==> src/rtl/burst_seq_pkg.sv <==
package burst_seq_pkg;
  localparam int LANE_W = 2;
  typedef logic [LANE_W-1:0] lane_t;

  // Low address bits for a given start value, beat number and order.
  function automatic lane_t order_lo(lane_t start, lane_t beat, logic intlv);
    lane_t r;
    if (intlv) r = start ^ beat;
    else       r = start + beat;
    return r;
  endfunction

  function automatic lane_t beat_next(lane_t beat);
    return beat + lane_t'(1);
  endfunction
endpackage

==> src/rtl/burst_qualify.sv <==
module burst_qualify (
  input  logic proc_strobe_n,
  input  logic ctrl_strobe_n,
  input  logic chip_en_n,
  input  logic adv_n,
  input  logic we_n,
  input  logic byte_wr_n,
  output logic load_proc,
  output logic load_ctrl,
  output logic step_ok
);
  logic strobes_idle;
  logic dir_ok;

  always_comb begin
    load_proc    = !proc_strobe_n && !chip_en_n;
    load_ctrl    = !ctrl_strobe_n && proc_strobe_n;
    strobes_idle = proc_strobe_n && ctrl_strobe_n;
    // read beats need we_n high; write beats need a byte lane asserted
    dir_ok       = we_n || !byte_wr_n;
    step_ok      = strobes_idle && !adv_n && dir_ok;
  end
endmodule

==> src/rtl/burst_beat_cnt.sv <==
module burst_beat_cnt
  import burst_seq_pkg::*;
(
  input  logic  clk,
  input  logic  rst_n,
  input  logic  clear,
  input  logic  step,
  output lane_t beat_q
);
  always_ff @(posedge clk or negedge rst_n) begin
    if (!rst_n)     beat_q <= '0;
    else if (clear) beat_q <= '0;
    else if (step)  beat_q <= beat_next(beat_q);
  end
endmodule

==> src/rtl/burst_base_reg.sv <==
module burst_base_reg
  import burst_seq_pkg::*;
#(
  parameter int ADDR_W = 17
) (
  input  logic              clk,
  input  logic              rst_n,
  input  logic              load,
  input  logic [ADDR_W-1:0] ext_addr,
  output logic [ADDR_W-LANE_W-1:0] upper_q,
  output lane_t             start_q
);
  always_ff @(posedge clk or negedge rst_n) begin
    if (!rst_n) begin
      upper_q <= '0;
      start_q <= '0;
    end else if (load) begin
      upper_q <= ext_addr[ADDR_W-1:LANE_W];
      start_q <= ext_addr[LANE_W-1:0];
    end
  end
endmodule

==> src/rtl/burst_addr_gen.sv <==
module burst_addr_gen
  import burst_seq_pkg::*;
#(
  parameter int ADDR_W = 17
) (
  input  logic              clk,
  input  logic              rst_n,
  input  logic [ADDR_W-1:0] ext_addr,
  input  logic              proc_strobe_n,
  input  logic              ctrl_strobe_n,
  input  logic              chip_en_n,
  input  logic              adv_n,
  input  logic              we_n,
  input  logic              byte_wr_n,
  input  logic              mode_intlv,
  output logic [ADDR_W-1:0] burst_addr
);
  localparam int UP_W = ADDR_W - LANE_W;

  logic            load_proc;
  logic            load_ctrl;
  logic            load_any;
  logic            step_ok;
  logic            step_eff;
  lane_t           beat_q;
  lane_t           start_q;
  logic [UP_W-1:0] upper_q;

  burst_qualify u_qual (
    .proc_strobe_n (proc_strobe_n),
    .ctrl_strobe_n (ctrl_strobe_n),
    .chip_en_n     (chip_en_n),
    .adv_n         (adv_n),
    .we_n          (we_n),
    .byte_wr_n     (byte_wr_n),
    .load_proc     (load_proc),
    .load_ctrl     (load_ctrl),
    .step_ok       (step_ok)
  );

  assign load_any = load_proc || load_ctrl;
  assign step_eff = step_ok && !load_any;

  burst_base_reg #(.ADDR_W(ADDR_W)) u_base (
    .clk      (clk),
    .rst_n    (rst_n),
    .load     (load_any),
    .ext_addr (ext_addr),
    .upper_q  (upper_q),
    .start_q  (start_q)
  );

  burst_beat_cnt u_beat (
    .clk    (clk),
    .rst_n  (rst_n),
    .clear  (load_any),
    .step   (step_eff),
    .beat_q (beat_q)
  );

  assign burst_addr = {upper_q, order_lo(start_q, beat_q, mode_intlv)};
endmodule

==> config.mk <==
export PLATFORM = sky130hd
export DESIGN_NAME = burst_addr_gen
export DESIGN_NICKNAME = d
export VERILOG_FILES = /design/src/rtl/burst_seq_pkg.sv /design/src/rtl/burst_qualify.sv /design/src/rtl/burst_beat_cnt.sv /design/src/rtl/burst_base_reg.sv /design/src/rtl/burst_addr_gen.sv
export SDC_FILE = /design/constraint.sdc
export NUM_CORES = 1
export LEC_CHECK = 0
export ABC_AREA = 0
export BUFFER_PORTS_ARGS = -buffer_cell sky130_fd_sc_hd__buf_4
export CAP_MARGIN = 10
export CORE_UTILIZATION = 44
export CTS_CLUSTER_SIZE = 10
export DETAILED_ROUTE_END_ITERATION = 7
export PLACE_DENSITY = 0.88
export SYNTH_ARGS = -nofsm -noshare
export SYNTH_HDL_FRONTEND = slang
export SYNTH_HIERARCHICAL = 1
export SYNTH_SLANG_ARGS = --single-unit
==> constraint.sdc <==
create_clock -name clk -period 1.15 [get_ports clk]
set_input_delay 0.0575 -clock clk [delete_from_list [all_inputs] [get_ports clk]]
set_output_delay 0.0575 -clock clk [all_outputs]
set_load 0.02 [all_outputs]
==> flow_metrics.env <==
export IMPL_synth_cell_types=17
export IMPL_crit_path_cell_trace="ha_2, nor2b_4, xnor2_2, buf_4"
export IMPL_grt_setup_unrepaired="true"
export IMPL_status="finished with violations"
export IMPL_slowest_stage="dfrtp_1"
export IMPL_grt_max_degree=20
export IMPL_cp_top_family="flip-flops"
export IMPL_die_x_um=46.3
export IMPL_synthesis_nets=82
export IMPL_r2r_start="u_beat/beat_q[0]"
export IMPL_clk_pin_slew_ns=0.11
export IMPL_cts_tree="built"
export IMPL_critical_path_class="flop to output port"
export IMPL_tightest_slew_ns=0.277
export IMPL_worst_path_largest_cell_delay_ns=0.40
export IMPL_placed_cell_area_um2=1210
export IMPL_pre_cts_ws_ns=-0.0186
export IMPL_synth_area_leaders="dfrtp_1 (55%), mux2_4 (17%), mux2_2 (9.1%)"
export IMPL_io_pins=43
export IMPL_drive_gt1_share_pct=60.0
export IMPL_p_leak_nw=0.698
export IMPL_finalHoldViolations=0
export IMPL_cp_start_kind="flop"
export IMPL_synth_top_area_cell="dfrtp_1"
export IMPL_mostFrequentLayoutCells="buf_4 (43), dfrtp_1 (19), dlygate4sd3_1 (18)"
export IMPL_r2r_end="u_beat/beat_q[1]"
export IMPL_core_rowCount=15
export IMPL_initial_core_util_pct=48.4
export IMPL_clk_insertion_delay_late_ns=0.29
export IMPL_max_cap_viol_count=0
export IMPL_slew_headroom_pct=81.5
export IMPL_post_drt_wl_per_cell_um=13.2
export IMPL_worst_slack_ns=-0.180
export IMPL_wirelength_um=1910
export IMPL_cts_buffers=3
export IMPL_drv_slew=0
export IMPL_route_detailed_drc=0
export IMPL_drtIter0Drc=6
export IMPL_firstDrtPassIters=2
export IMPL_powerDensity_nw_per_um2=1190
export IMPL_fmax_mhz=752
export IMPL_violations="negative setup slack"
export IMPL_avgViaCountPerCell=4.56
export IMPL_grt_usage_pct=19.9
export IMPL_netlist_instances=55
export IMPL_antenna_left=0
export IMPL_cts_sinks=19
export IMPL_io_buffers=42
export IMPL_yosysWarnings=6
export IMPL_clk_path_buf_depth=2
export IMPL_total_power_mw=1.72
export IMPL_cp_required_ns=1.09
export IMPL_via_count=661
export IMPL_cp_buffers_inverters=1
export IMPL_ir_drop_v=0.000788
export IMPL_dieArea_um2=2140
export IMPL_setup_tns_ns=-0.222
export IMPL_setup_viol=2
export IMPL_mostFrequentLayoutCell="buf_4"
export IMPL_grt_pass1_vias=662
export IMPL_period_minus_slack_ns=1.33
export IMPL_antenna_found_initial=0
export IMPL_period_share_pct=116
export IMPL_syn_area_um2=862
export IMPL_finClkSkew_ns=0.0000381
export IMPL_avgSynthCellArea_um2=15.7
export IMPL_root_buffer="clkbuf_4"
export IMPL_synth_seq_area_share_pct=55.2
export IMPL_gp_congestion=0.682
export IMPL_ff2ff_setup_slack_ns=0.27
export IMPL_synth_top_area_share_pct=55.2
export IMPL_grt_pass1_wl_um=2850
export IMPL_grt_overflow=0
export IMPL_crit_fanout=2
export IMPL_hp_class="input port to asynchronous set/reset pin"
export IMPL_cts_max_level=1
export IMPL_areaGrowthSynthToFinish_pct=67.2
export IMPL_r2r_cells=3
export IMPL_nets=148
export IMPL_core_um2=1780
export IMPL_crit_arrival_ns=1.27
export IMPL_ys_ff_latch=19
export IMPL_endpoint_kind="output port"
export IMPL_fin_area_um2=1440
export IMPL_die_height_um=46.3
export IMPL_antennaDiodeCount=0
stage by stage:
step | instances | utilization, % | hold slack, ns
after detailed placement | 123 | 68.0 | -0.0560
final | 145 | 80.8 | 0.148
after global routing | 145 | 80.8 | 0.181
after CTS | 145 | 80.4 | 0.149
after global placement | 123 | 68.0 | -0.0623
after floorplan | 55 | - | -0.238
worst register-to-register path: stages (launching register included):
cell	delay, ns
dfrtp_1	0.40
buf_4	0.15
a21bo_1	0.17
a21oi_2	0.10
layer usage:
layer | share of wire [%] | GRT usage (%)
met1 | 40 | 21.2
met2 | 54 | 37.2
met3 | 6.6 | 3.92
met4 | 0 | 8.82
met5 | 0 | 0
area by class of cell:
class	instances	area [um^2]
Fill cell	114	342
Multi-Input combinational cell	33	369
Clock buffer	3	22.5
Timing Repair Buffer	63	534
Inverter	1	3.75
Clock inverter	1	5.00
Sequential cell	19	475
Tap cell	25	31.3
flip-flops by register name, summed over array words and instances, names as in the netlist:
signal,count
u_base/start_q,2
u_base/upper_q,15
u_beat/beat_q,2
logic make-up after synthesis:
logic type      synth area share (%)
mux                             26.6
buf+inv                         4.06
simple gates                    7.55
xor+xnor                        3.05
fa+ha+maj                       1.45
compound gates                  2.18
flops                           55.2
how the worst max path moves through the flow:
stage                            startpoint                 end  slack [ns]  depth (start not counted)
after floorplan            u_beat/beat_q[0]       burst_addr[1]       0.005                          3
after global placement        proc_strobe_n   u_base/upper_q[7]      -0.004                          5
after detailed placement      proc_strobe_n  u_base/upper_q[13]       -0.02                          5
after CTS                 u_base/start_q[0]       burst_addr[1]       -0.22                          4
after global routing       u_beat/beat_q[0]       burst_addr[1]       -0.24                          4
final                     u_base/start_q[0]       burst_addr[1]       -0.18                          4
cells in the mapped netlist (all sizes together):
| library cell | instances |
|---|---|
| mux2 | 17 |
| nor2b | 3 |
| buf | 2 |
| nand2 | 1 |
| nor2 | 3 |
| inv | 1 |
| dfrtp | 19 |
| a21oi | 1 |
| a21bo | 1 |
| nand3b | 1 |
| or2 | 1 |
| xnor2 | 3 |
| nor3 | 1 |
| ha | 1 |
power breakdown:
part	total (mW)	leakage [nW]	internal (mW)	switching [mW]
clock	0.333	0.0177	0.129	0.204
combinational	0.582	0.454	0.340	0.242
sequential	0.801	0.227	0.751	0.0500
timing repair:
| item | CTS | global route |
|---|---|---|
| gates resized for setup | 4 | 1 |
| hold endpoints to repair | 36 | 0 |
| buffers inserted | 0 | 0 |
| endpoints found under the setup margin | 2 | 2 |
| gates cloned | 0 | 0 |
| pin swaps | 2 | 1 |
| hold buffers | 18 | 0 |
Power figures use the tool's default switching activity.
